## src/rtl/mv_pkg.sv

```systemverilog
// Package: shared code values and helpers for the majority voter.
// Assumes: fault code is always 3 bits wide.
package mv_pkg;

    localparam int CODE_W = 3;

    typedef logic [CODE_W-1:0] code_t;

    localparam code_t CODE_AGREE    = 3'b000;
    localparam code_t CODE_UNIT_A   = 3'b001;
    localparam code_t CODE_UNIT_B   = 3'b010;
    localparam code_t CODE_UNIT_C   = 3'b100;
    localparam code_t CODE_MULTI    = 3'b111;
    localparam code_t CODE_DISABLED = 3'b101;

    // Map a per-unit mismatch vector (bit0 = A) to a fault code.
    function automatic code_t encode_code(input logic [2:0] mism);
        code_t res;
        case ($countones(mism))
            0:       res = CODE_AGREE;
            1:       res = code_t'(mism);
            default: res = CODE_MULTI;
        endcase
        return res;
    endfunction

endpackage

```

## src/rtl/mv_bit_majority.sv

```systemverilog
// Module: bitwise two-of-three majority over WIDTH bits.
// Assumes: purely combinational; one independent voter per bit lane.
module mv_bit_majority #(
    parameter int WIDTH = 8
) (
    input  logic [WIDTH-1:0] in_a,
    input  logic [WIDTH-1:0] in_b,
    input  logic [WIDTH-1:0] in_c,
    output logic [WIDTH-1:0] maj
);

    // One voter lane per bit.
    for (genvar g = 0; g < WIDTH; g++) begin : g_lane
        logic [1:0] ones;
        // Count ones in this lane and decide the majority.
        always_comb begin
            ones     = 2'(in_a[g]) + 2'(in_b[g]) + 2'(in_c[g]);
            maj[g]   = (ones >= 2'd2);
        end
    end

endmodule

```

## src/rtl/mv_discrepancy.sv

```systemverilog
// Module: flags which units disagree with the voted word and encodes the code.
// Assumes: maj is the bitwise majority of the same three words.
module mv_discrepancy
    import mv_pkg::*;
#(
    parameter int WIDTH = 8
) (
    input  logic [WIDTH-1:0] in_a,
    input  logic [WIDTH-1:0] in_b,
    input  logic [WIDTH-1:0] in_c,
    input  logic [WIDTH-1:0] maj,
    output code_t            code
);

    logic [2:0] mism;

    // A unit is discrepant when any bit differs from the voted word.
    always_comb begin
        mism[0] = |(in_a ^ maj);
        mism[1] = |(in_b ^ maj);
        mism[2] = |(in_c ^ maj);
    end

    // Turn the mismatch vector into the reported code.
    always_comb code = encode_code(mism);

endmodule

```

## src/rtl/mv_out_stage.sv

```systemverilog
// Module: output register for voted word, code and valid.
// Assumes: synchronous active-low reset; disabled state overrides loads.
module mv_out_stage
    import mv_pkg::*;
#(
    parameter int WIDTH = 8
) (
    input  logic             clk,
    input  logic             rst_n,
    input  logic             en,
    input  logic             load,
    input  logic [WIDTH-1:0] maj_in,
    input  code_t            code_in,
    output logic [WIDTH-1:0] word_q,
    output code_t            code_q,
    output logic             valid_q
);

    // Register the result; hold the word while disabled.
    always_ff @(posedge clk) begin
        if (!rst_n) begin
            word_q  <= '0;
            code_q  <= CODE_AGREE;
            valid_q <= 1'b0;
        end else begin
            valid_q <= load;
            if (!en) begin
                code_q <= CODE_DISABLED;
            end else if (load) begin
                word_q <= maj_in;
                code_q <= code_in;
            end
        end
    end

endmodule

```

## src/rtl/majority_voter.sv

```systemverilog
// Module: three-way majority voter with a registered discrepancy code.
// Assumes: WIDTH >= 1; inputs are synchronous to clk.
module majority_voter
    import mv_pkg::*;
#(
    parameter int WIDTH = 8
) (
    input  logic             clk,
    input  logic             rst_n,
    input  logic             vote_en,
    input  logic             in_valid,
    input  logic [WIDTH-1:0] unit_a,
    input  logic [WIDTH-1:0] unit_b,
    input  logic [WIDTH-1:0] unit_c,
    output logic [WIDTH-1:0] vote_out,
    output logic [2:0]       fault_code,
    output logic             out_valid
);

    logic [WIDTH-1:0] maj;
    code_t            code_c;
    code_t            code_r;

    mv_bit_majority #(.WIDTH(WIDTH)) u_maj (
        .in_a (unit_a),
        .in_b (unit_b),
        .in_c (unit_c),
        .maj  (maj)
    );

    mv_discrepancy #(.WIDTH(WIDTH)) u_disc (
        .in_a (unit_a),
        .in_b (unit_b),
        .in_c (unit_c),
        .maj  (maj),
        .code (code_c)
    );

    mv_out_stage #(.WIDTH(WIDTH)) u_out (
        .clk     (clk),
        .rst_n   (rst_n),
        .en      (vote_en),
        .load    (in_valid),
        .maj_in  (maj),
        .code_in (code_c),
        .word_q  (vote_out),
        .code_q  (code_r),
        .valid_q (out_valid)
    );

    // Present the registered code on the port.
    always_comb fault_code = code_r;

endmodule

```

## config.mk

```make
export PLATFORM = sky130hd
export DESIGN_NAME = majority_voter
export DESIGN_NICKNAME = d
export VERILOG_FILES = /design/src/rtl/mv_pkg.sv /design/src/rtl/mv_bit_majority.sv /design/src/rtl/mv_discrepancy.sv /design/src/rtl/mv_out_stage.sv /design/src/rtl/majority_voter.sv
export SDC_FILE = /design/constraint.sdc
export NUM_CORES = 1
export LEC_CHECK = 0
export ABC_AREA = 1
export BUFFER_PORTS_ARGS = -buffer_cell sky130_fd_sc_hd__buf_2
export CORE_MARGIN = 5
export CORE_UTILIZATION = 50
export CTS_BUF_LIST = sky130_fd_sc_hd__clkbuf_16
export CTS_CLUSTER_DIAMETER = 100
export DETAILED_ROUTE_END_ITERATION = 12
export GPL_TIMING_DRIVEN = 0
export MAX_ROUTING_LAYER = met4
export PLACE_DENSITY = 0.82
export SLEW_MARGIN = 15
export SYNTH_ARGS = -nofsm -noshare
export SYNTH_HDL_FRONTEND = slang
export SYNTH_SLANG_ARGS = --single-unit
export TNS_END_PERCENT = 10
```

## constraint.sdc

```tcl
create_clock -name clk -period 3 [get_ports clk]
set_input_delay 0.6 -clock clk [delete_from_list [all_inputs] [get_ports clk]]
set_output_delay 0.6 -clock clk [all_outputs]
set_load 0.01 [all_outputs]
```

==> results_dict.tcl, run 1 <==
set metrics [dict create \
    period_needed_ns 2.68 \
    dieArea_um2 3460 \
    totalWireLength_um 2910 \
    final_nets 269 \
    max_freq_ghz 0.373 \
    holdCritStartpoint "u_out.code_q[1]" \
    clk_latency_ns 0.24 \
    crit_buf_inv 2 \
    peakVddDrop_mv 0.316 \
    firstDrtPassIters 4 \
    vias 1309 \
    drv_cap 0 \
    cp_slowest_stage_delay_ns 0.31 \
    cts-hold-fix-buffers 0 \
    rsz0062_at_grt "false" \
    synth_top_area_share_pct 20.2 \
    cts-htree-levels 1 \
    fillerInstances 213 \
    hold_viol 0 \
    pin_count 40 \
    ys.warnings.count 0 \
    synthTopCellsByArea "dfxtp_1 (20%), nand2_1 (20%), ha_1 (12%)" \
    design_area_um2 1500 \
    tightest_slew_ns 0.451 \
    tns_ns 0 \
    dieWidth_um 58.8 \
    cts-buffers-inserted 3 \
    setup_viol 0 \
    hold_path.class "reg2reg" \
    drive_above_1_share_pct 28.1 \
    grt_pass1_wl_um 4730 \
    setup_slack_ns 0.320 \
    crit_family "adder cells" \
    drt-initial-drc-count 32 \
    dp_cells 252 \
    drc 0 \
    dp_worst_setup_slack_ns 0.0680 \
    grt_use_met2_pct 29.7 \
    numPortBuffers 39 \
    start_util_pct 53.3 \
    syn_area_per_cell_um2 6.43 \
    post_cts_buffers 0 \
    multi_input_area_um2 862 \
    critPathKind "in2reg" \
    ys_seq_elements 12 \
    utilization_pct 67.1 \
    critPathSlowestCell "ha_1" \
    reg2reg_to "u_out.word_q[5]" \
    synth_nets 225 \
    critPathLaunchType "primary input" \
    synth_most_common_cell "nand2_1" \
    crit_fanout 5 \
    worst-r2r-cell-count 2 \
    ys.flop_type "dfxtp_1" \
    post_dp_cell_area_um2 1420 \
    grt_pass1_vias 1176 \
    finalCritPeriodShare_pct 89.3 \
    syn2layout_area_growth_pct 26.0 \
    instances_no_fill 256 \
    grt_use_met3_pct 2.19 \
    core_um2 2230 \
    slew_headroom_pct 69.9 \
    fin_skew_ns 0 \
    slew_violations 0 \
    netlist_instances 185 \
    clk_pin_slew_ns 0.05 \
    synth_edf_count 0 \
    synth_common_cells "nand2_1 (62), inv_1 (16), nand3_1 (13)" \
    antenna_left 0 \
    regArea_um2 240 \
    grt_max_degree 11 \
    ys_seq_area_share_pct 20.2 \
    async_flop_share_pct 0 \
    endpoint_kind "flop" \
    grt_antenna_before_repair 0 \
    track_usage_pct 17.9 \
    path_cells "buf_2 > ha_1 > nand2_2 > nand2_1 > nand2_1 > nand2_1 > inv_1 > nand2_1 > nor2_1 > nand2_1 > ha_1 > ha_1 > ha_1 > nor3b_4 > nand3_1 > nand2_1 > a21oi_2" \
    post_cts_resized 0 \
    synth_top_cell_by_area "dfxtp_1" \
    power-per-cell-area_nw_per_um2 398 \
    worstHoldPathCells 2 \
    grt.overflow.total 0 \
    worstReg2RegStart "u_out.word_q[5]" \
    p_leak_nw 0.811 \
    hold_ws_ns 0.502 \
    status "finished, final reports clean" \
    power_mw 0.596 \
    ys_types 23 \
    arrival_ns 2.82 \
    ff2ff_setup_slack_ns 2.29 \
    gr-max-usage-layer "met2" \
    diodes 0 \
    cts.sinks 12 \
    cts_root_buffer "clkbuf_16" \
    routed_via_density 5.11 \
    netlist_area_um2 1190 \
    dpl.hpwl_um 2380 \
    cp_common_cell "nand2_1" \
    clockBufferDepth 2 \
    worstHoldEndpoint "u_out.code_q[1]" \
    rows 17 \
    wl_per_cell_um 11.4 \
    gp_congestion 0.827 \
    die_h_um 58.8 \
    cp.required_ns 3.14 \
    cts_tree "done" \
    grt_use_met1_pct 21.9 \
]
==> worst max-delay path by stage <==
stage | start | to | slack (ns) | depth (start not counted)
finish | unit_a[1] | u_out.code_q[1] | 0.32 | 17
global route | unit_a[1] | u_out.code_q[1] | 0.07 | 17
CTS | unit_a[1] | u_out.code_q[1] | 0.31 | 17
detailed placement | unit_a[1] | u_out.code_q[1] | 0.07 | 17
global placement | unit_a[1] | u_out.code_q[1] | 0.09 | 17
floorplan | unit_a[1] | u_out.code_q[1] | 0.39 | 16
==> layout by cell type (no fill, tap or decap) <==
master	count
a31oi_1	8
inv_1	16
nor3b_4	1
or2_1	4
fa_1	1
buf_2	40
clkinv_1	1
clkbuf_1	1
nor2_2	1
nand4_4	1
o21ai_0	9
a21oi_2	1
nand3_1	13
inv_2	5
dfxtp_1	12
nor2_1	6
ha_1	11
nor3_1	1
nand2_1	62
nand3b_1	12
o21ai_1	2
clkbuf_16	3
a21oi_1	2
or2_0	3
nand2_2	12
==> sequential cells by signal, summed over array words and instances, names as in the netlist <==
| register | cells |
|---|---|
| u_out.code_q | 3 |
| u_out.valid_q | 1 |
| u_out.word_q | 8 |
==> worst reg2reg max path: stages, from the launching register on <==
cell     delay, ns
dfxtp_1       0.35
o21ai_0       0.10
a31oi_1       0.19
==> power breakdown <==
| group | switching, mW | internal [mW] | total [mW] |
|---|---|---|---|
| Clock | 0.0760 | 0.176 | 0.252 |
| Combinational | 0.0996 | 0.0689 | 0.168 |
| Sequential | 0.00478 | 0.171 | 0.175 |
| Total | 0.180 | 0.416 | 0.596 |
==> per-layer routing <==
| metal | vias up | wire length [um] |
|---|---|---|
| met5 | - | 0 |
| met4 | 0 | 36 |
| met3 | 6 | 216 |
| met2 | 47 | 1380 |
| met1 | 564 | 1280 |
| li1 | 692 | - |
==> cell type report <==
| class | count | share of cell area, % |
|---|---|---|
| multi-input combinational | 150 | 57.5 |
| sequential | 12 | 16.0 |
| clock inverter | 1 | 0.250 |
| buffer | 2 | 0.584 |
| clock buffer | 3 | 5.01 |
| tap | 28 | 2.34 |
| timing repair buffer | 39 | 13.0 |
| inverter | 21 | 5.26 |
==> cell families (layout without fill, tap and decap cells) <==
group	Yosys count	in the layout	share of synthesized area [%]
buf+inv	23	66	7.36
flops	12	12	20.2
simple gates	116	116	48.8
compound gates	22	22	10.4
fa+ha+maj	12	12	13.2
No activity file was read; power rests on OpenSTA's default activity.
==> run 2: changes to the inputs <==
--- a/config.mk
+++ b/config.mk
@@ -5,10 +5,10 @@
 export SDC_FILE = /design/constraint.sdc
 export NUM_CORES = 1
 export LEC_CHECK = 0
-export ABC_AREA = 1
+export ABC_AREA = 0
 export BUFFER_PORTS_ARGS = -buffer_cell sky130_fd_sc_hd__buf_2
 export CORE_MARGIN = 5
-export CORE_UTILIZATION = 50
+export CORE_UTILIZATION = 48
 export CTS_BUF_LIST = sky130_fd_sc_hd__clkbuf_16
 export CTS_CLUSTER_DIAMETER = 100
 export DETAILED_ROUTE_END_ITERATION = 12
==> run 2 against run 1 <==
Net effect: register-to-register slack got worse by 0.16 ns; first-iteration DRC count decreased by 25%; final area decreased by 4.6%; synthesized cell count decreased by 38%; highest routed layer unchanged; critical endpoint unchanged; critical path type unchanged.
==> results_dict.tcl, run 2 <==
set metrics [dict create \
    status "finished, final reports clean" \
    cts-buffers-inserted 3 \
    grt_max_degree 11 \
    hold_path.class "reg2reg" \
    wl_per_cell_um 16.4 \
    largest_reg_flops 8 \
    slew_headroom_pct 71.6 \
    final_nets 203 \
    final_cell_mix "buf_2 (40), xnor2_1 (16), dfxtp_1 (12)" \
    drt-initial-drc-count 24 \
    fin_skew_ns 0 \
    critPathKind "in2reg" \
    clockBufferDepth 2 \
    grt_antenna_before_repair 0 \
    cp_slowest_stage_delay_ns 0.46 \
    slew_violations 0 \
    synth_nets 154 \
    synth_most_common_cell "xnor2_1" \
    dieArea_um2 3100 \
    drive_above_1_share_pct 39.1 \
    cts-hold-fix-buffers 0 \
    die_h_um 55.7 \
    p_sw_share_pct 28.8 \
    dp_worst_setup_slack_ns -0.313 \
    drv_cap 0 \
    p_clk_share_pct 38.8 \
    p_switching_mw 0.176 \
    worst-r2r-cell-count 3 \
    utilization_pct 72.2 \
    ys.warnings.count 0 \
    clk_latency_ns 0.24 \
    routed_via_density 5.64 \
    cts_tree "done" \
    critPathLaunchType "primary input" \
    ys.flop_type "dfxtp_1" \
    syn2layout_area_growth_pct 42.9 \
    antenna_left 0 \
    endpoint_kind "flop" \
    clk_pin_slew_ns 0.04 \
    cts_root_buffer "clkbuf_16" \
    setup_slack_ns 0.0483 \
    grt_pass1_wl_um 4450 \
    syn_area_per_cell_um2 8.78 \
    top_register "u_out.word_q" \
    gp_congestion 0.852 \
    drc 0 \
    cts.sinks 12 \
    firstDrtPassIters 4 \
    cp.required_ns 3.13 \
    core_um2 1980 \
    crit_fanout 3 \
    largestRegisters "u_out.word_q x8, u_out.code_q x3, u_out.valid_q x1" \
    vias 1061 \
    grt_pass1_vias 1038 \
    period_needed_ns 2.95 \
    max_freq_ghz 0.339 \
    netlist_instances 114 \
    ys_types 27 \
    power-per-cell-area_nw_per_um2 428 \
    start_util_pct 50.5 \
    worst-path-stages 11 \
    cts-htree-levels 1 \
    async_flop_share_pct 0 \
    critPathSlowestCell "fa_2" \
    arrival_ns 3.08 \
    crit_buf_inv 2 \
    setup_viol 0 \
    synth_top_cell_by_area "dfxtp_1" \
    synth_edf_count 0 \
    dpl.hpwl_um 2080 \
    ys_seq_elements 12 \
    power_frac_seq_pct 28.7 \
    crit_family "compound AO/OA/AOI/OAI gates" \
    synth_common_cells "xnor2_1 (16), dfxtp_1 (12), ha_1 (11), o211a_1 (11), nand2_1 (10)" \
    totalWireLength_um 3090 \
    finalCritPeriodShare_pct 98.4 \
    hold_viol 0 \
    synth_top_area_share_pct 24.0 \
    ys_seq_area_share_pct 24.0 \
    track_usage_pct 17.9 \
    worstHoldPathCells 1 \
    path_cells "buf_2 > ha_1 > a21oi_4 > xnor2_1 > nor4_1 > nand2_1 > buf_4 > fa_2 > o31ai_4 > a31oi_1 > o211a_1" \
    power.share.combinational_pct 32.5 \
    peakVddDrop_mv 0.371 \
    diodes 0 \
    numPortBuffers 39 \
    layout_commonest_cell "buf_2" \
    netlist_area_um2 1000 \
    pin_count 40 \
    dieWidth_um 55.7 \
    synthTopCellsByArea "dfxtp_1 (24%), xnor2_1 (14%), ha_1 (14%)" \
    tightest_slew_ns 0.426 \
    rows 16 \
    p_leak_nw 0.695 \
    internal_power_mw 0.436 \
    power_mw 0.613 \
    grt.overflow.total 0 \
]
run 2: changes by cell type after synthesis, moves of 5 or more:
cell	delta
nand3_1	-10
nand2_2	-12
inv_2	-5
a31oi_1	-7
o21ai_0	-9
nand3b_1	-12
a21oi_2	+6
nand2_1	-52
nand2b_1	+5
o211a_1	+11
xnor2_1	+16
inv_1	-10
run 2: timing repair:
action,4_1_cts,5_1_grt
resized for setup,3,12
setup buffers,1,4
setup endpoints to repair,3,3
pin swaps,2,6
run 2: path summary, 6_finish.rpt:
kind / start / end / slack, ns
worst max-delay path: unit_a[7] / u_out.code_q[1] / 0.05
worst min-delay path: u_out.word_q[1] / u_out.word_q[1] / 0.49
worst max register to register: u_out.code_q[0] / u_out.code_q[0] / 2.13
worst min register to register: u_out.word_q[1] / u_out.word_q[1] / 0.49
run 2: worst register-to-register path, cell delays in order, from the launching register on:
cell      delay [ns]
dfxtp_1         0.31
nand2b_1        0.09
nand4_1         0.12
o211a_1         0.24
run 2: logic make-up (layout without fill, tap and decap cells):
kind of cell               after synthesis  in the layout  synth area share, %
and+or+nand+nor                         36             36                 17.6
xor gates and xnor gates                16             16                 14.0
DFF                                     12             12                 24.0
AOI/OAI and AO/OA                       29             29                 25.1
buffers and inverters                    9             56                 3.50
adders and majority gates               12             12                 15.7
run 2: area by class of cell:
class / instances / area [um2]
multi-input cells: 93 / 813
fillers: 150 / 552
flip-flops and latches: 12 / 240
repair buffers: 44 / 233
clock buffers: 3 / 75.1
well taps: 27 / 33.8
inverters: 6 / 22.5
plain buffers: 3 / 12.5
run 2: power groups by stage:
stage | Sequential [mW] | Clock [mW] | Combinational [mW]
2_1_floorplan | 0.184 | 0 | 0.102
3_3_place_gp | 0.178 | 0 | 0.160
3_5_place_dp | 0.179 | 0 | 0.165
4_1_cts | 0.176 | 0.240 | 0.171
5_1_grt | 0.177 | 0.251 | 0.215
6_report | 0.176 | 0.238 | 0.199
run 2: metal layers:
metal / GRT usage [%] / vias up / share of wire, % / routed length (um)
met5: - / - / 0 / 0
met4: 7.99 / 0 / 1.3 / 39
met3: 4.87 / 7 / 5.7 / 175
met2: 28.4 / 38 / 49 / 1520
met1: 21.1 / 501 / 44 / 1360
li1: - / 515 / - / -
run 2: stage by stage:
stage / instance area, um2 / instances / hold WS, ns / setup TNS, ns
detailed placement: 1230 / 180 / 0.484 / -0.796
global route: 1430 / 188 / 0.524 / -0.0610
CTS: 1330 / 184 / 0.496 / 0
finish: 1430 / 188 / 0.490 / 0
floorplan: 1000 / 114 / 0.538 / 0
global placement: 1230 / 180 / 0.478 / -0.655
==> run 3: changes to the inputs <==
--- a/config.mk
+++ b/config.mk
@@ -7,7 +7,6 @@
 export LEC_CHECK = 0
 export ABC_AREA = 0
 export BUFFER_PORTS_ARGS = -buffer_cell sky130_fd_sc_hd__buf_2
-export CORE_MARGIN = 5
 export CORE_UTILIZATION = 48
 export CTS_BUF_LIST = sky130_fd_sc_hd__clkbuf_16
 export CTS_CLUSTER_DIAMETER = 100
@@ -15,6 +14,7 @@
 export GPL_TIMING_DRIVEN = 0
 export MAX_ROUTING_LAYER = met4
 export PLACE_DENSITY = 0.82
+export SETUP_SLACK_MARGIN = 0.4
 export SLEW_MARGIN = 15
 export SYNTH_ARGS = -nofsm -noshare
 export SYNTH_HDL_FRONTEND = slang
==> run 3 against run 2 <==
Net effect: the run now ends with DRC left; wire length grew 29%; register-to-register slack worse by 0.02 ns; via count is 14% higher; non-clock buffer count increased by 16; combinational power up 53%; final area up 25%; first-iteration DRC count grew 4.2%; critical path depth is 1 lower; critical path type unchanged; critical endpoint unchanged; largest power group is now combinational cells; highest routed layer unchanged.
==> results_dict.tcl, run 3 (synthesis results as in run 2) <==
set metrics [dict create \
    grt_pass1_vias 1202 \
    fillerInstances 72 \
    grt_pass1_wl_um 5400 \
    hold_path.class "reg2reg" \
    arrival_ns 2.96 \
    design_area_um2 1790 \
    critPathSlowestCell "fa_2" \
    cp-endpoint "u_out.code_q[1]" \
    endpoint_kind "flop" \
    finalCritPeriodShare_pct 94.4 \
    post_dp_cell_area_um2 1370 \
    worst-r2r-cell-count 3 \
    cts_tree "done" \
    layout_commonest_cell "buf_2" \
    cts-htree-levels 1 \
    cts-hold-fix-buffers 0 \
    max_freq_ghz 0.353 \
    violations "DRC" \
    antenna_left 0 \
    rows 16 \
    dpl.hpwl_um 2040 \
    critPathLaunchType "primary input" \
    hold_viol 0 \
    routed_via_density 5.92 \
    drt-initial-drc-count 25 \
    dieWidth_um 47.7 \
    peakVddDrop_mv 0.458 \
    slew_headroom_pct 70.0 \
    numPortBuffers 39 \
    firstDrtPassIters 8 \
    holdCritStartpoint "u_out.word_q[5]" \
    cts.sinks 12 \
    crit_family "compound AO/OA/AOI/OAI gates" \
    tightest_slew_ns 0.450 \
    drv_cap 0 \
    ff2ff_setup_slack_ns 2.11 \
    core_um2 1960 \
    multi_input_area_um2 1010 \
    largestRegisters "u_out.word_q x8, u_out.code_q x3, u_out.valid_q x1" \
    largest_reg_flops 8 \
    dieArea_um2 2270 \
    start_util_pct 51.0 \
    worst-path-stages 10 \
    dp_cells 180 \
    cts_root_buffer "clkbuf_16" \
    instances_no_fill 205 \
    regArea_um2 240 \
    crit_start "unit_a[7]" \
    slew_violations 0 \
    gp_congestion 0.804 \
    drive_above_1_share_pct 54.5 \
    pin_count 40 \
    fin_skew_ns 0 \
    final_nets 219 \
    critPathKind "in2reg" \
    top_register "u_out.word_q" \
    totalWireLength_um 3980 \
    diodes 0 \
    clk_latency_ns 0.24 \
    path_cells "buf_2 > ha_4 > a21oi_4 > xnor2_1 > nor4_2 > nand2_1 > fa_2 > o31ai_4 > a31oi_1 > o211a_1" \
    power-per-cell-area_nw_per_um2 406 \
    cp.required_ns 3.13 \
    period_needed_ns 2.83 \
    track_usage_pct 36.4 \
    status "finished, violations left" \
    syn2layout_area_growth_pct 78.6 \
    wl_per_cell_um 19.4 \
    rsz0062_at_grt "true" \
    vias 1213 \
    clk_pin_slew_ns 0.04 \
    p_leak_nw 0.814 \
    grt_antenna_before_repair 0 \
    drc 1 \
    worstReg2RegStart "u_out.code_q[0]" \
    setup_viol 0 \
    clockBufferDepth 2 \
    reg2reg_to "u_out.code_q[0]" \
    crit_fanout 3 \
    cts-buffers-inserted 3 \
    cp_slowest_stage_delay_ns 0.53 \
    final_cell_mix "buf_2 (34), buf_4 (22), xnor2_1 (13)" \
    grt.overflow.total 0 \
    grt_max_degree 11 \
    crit_buf_inv 1 \
    die_h_um 47.7 \
]
run 3: changes by cell type in the layout (fill, tap and decap cells not counted), moves of 2 or more:
| cell | delta |
|---|---|
| a21oi_2 | -2 |
| a21oi_4 | +2 |
| buf_2 | -6 |
| buf_4 | +17 |
| buf_6 | +4 |
| ha_1 | -10 |
| ha_4 | +11 |
| nor4_1 | -3 |
| nor4_2 | +3 |
| xnor2_1 | -3 |
| xnor2_2 | +3 |
run 3: worst reg2reg max path: cells and delay by family, from the launching register on:
kind / cells / cell delay [ns]
flip-flops: 1 / 0.33
AND/OR/NAND/NOR: 2 / 0.21
AO/OA/AOI/OAI: 1 / 0.24
run 3: cell type report:
cell class | count | share of cell area (%)
Tap cell | 27 | 1.89
Buffer | 3 | 0.700
Clock buffer | 3 | 4.20
Timing Repair Buffer | 60 | 21.8
Inverter | 6 | 1.26
Clock inverter | 1 | 0.210
Sequential cell | 12 | 13.4
Multi-Input combinational cell | 93 | 56.5
run 3: timing repair:
action | 4_1_cts | 5_1_grt
pin swaps | 28 | 0
setup buffers | 21 | 0
hold endpoints to repair | 0 | 0
endpoints found under the setup margin | 3 | 3
gates resized for setup | 29 | 2
run 3: worst min path at each step:
stage                 endpoint  cells past startpoint
2_1_floorplan  u_out.word_q[0]                      1
3_3_place_gp   u_out.word_q[7]                      1
3_5_place_dp   u_out.word_q[3]                      1
4_1_cts        u_out.word_q[5]                      1
5_1_grt        u_out.word_q[5]                      1
6_report       u_out.word_q[5]                      1
run 3: report_power, final:
part | internal [mW] | leakage (nW) | switching [mW]
clock network | 0.175 | 0.0385 | 0.0693
logic | 0.159 | 0.676 | 0.144
registers | 0.171 | 0.0995 | 0.00606
total | 0.506 | 0.814 | 0.220
run 3: layer usage:
layer / vias to the layer above / track usage, % / share of wire [%]
met3: 18 / 7.55 / 8.0
met5: - / - / 0
met4: 0 / 17.8 / 4.8
met2: 79 / 62.2 / 47
li1: 549 / - / -
met1: 567 / 40.0 / 40
run 3: through the flow:
| stage | util [%] | setup slack [ns] | power (mW) | TNS (ns) | hold WS [ns] |
|---|---|---|---|---|---|
| 6_report | 91.1 | 0.168 | 0.726 | 0 | 0.492 |
| 2_1_floorplan | - | 0.286 | 0.309 | 0 | 0.538 |
| 5_1_grt | 91.1 | 0.119 | 0.749 | 0 | 0.512 |
| 4_1_cts | 90.5 | 0.318 | 0.696 | 0 | 0.496 |
| 3_3_place_gp | 69.9 | -0.0831 | 0.368 | -0.145 | 0.478 |
| 3_5_place_dp | 69.9 | -0.147 | 0.375 | -0.354 | 0.483 |
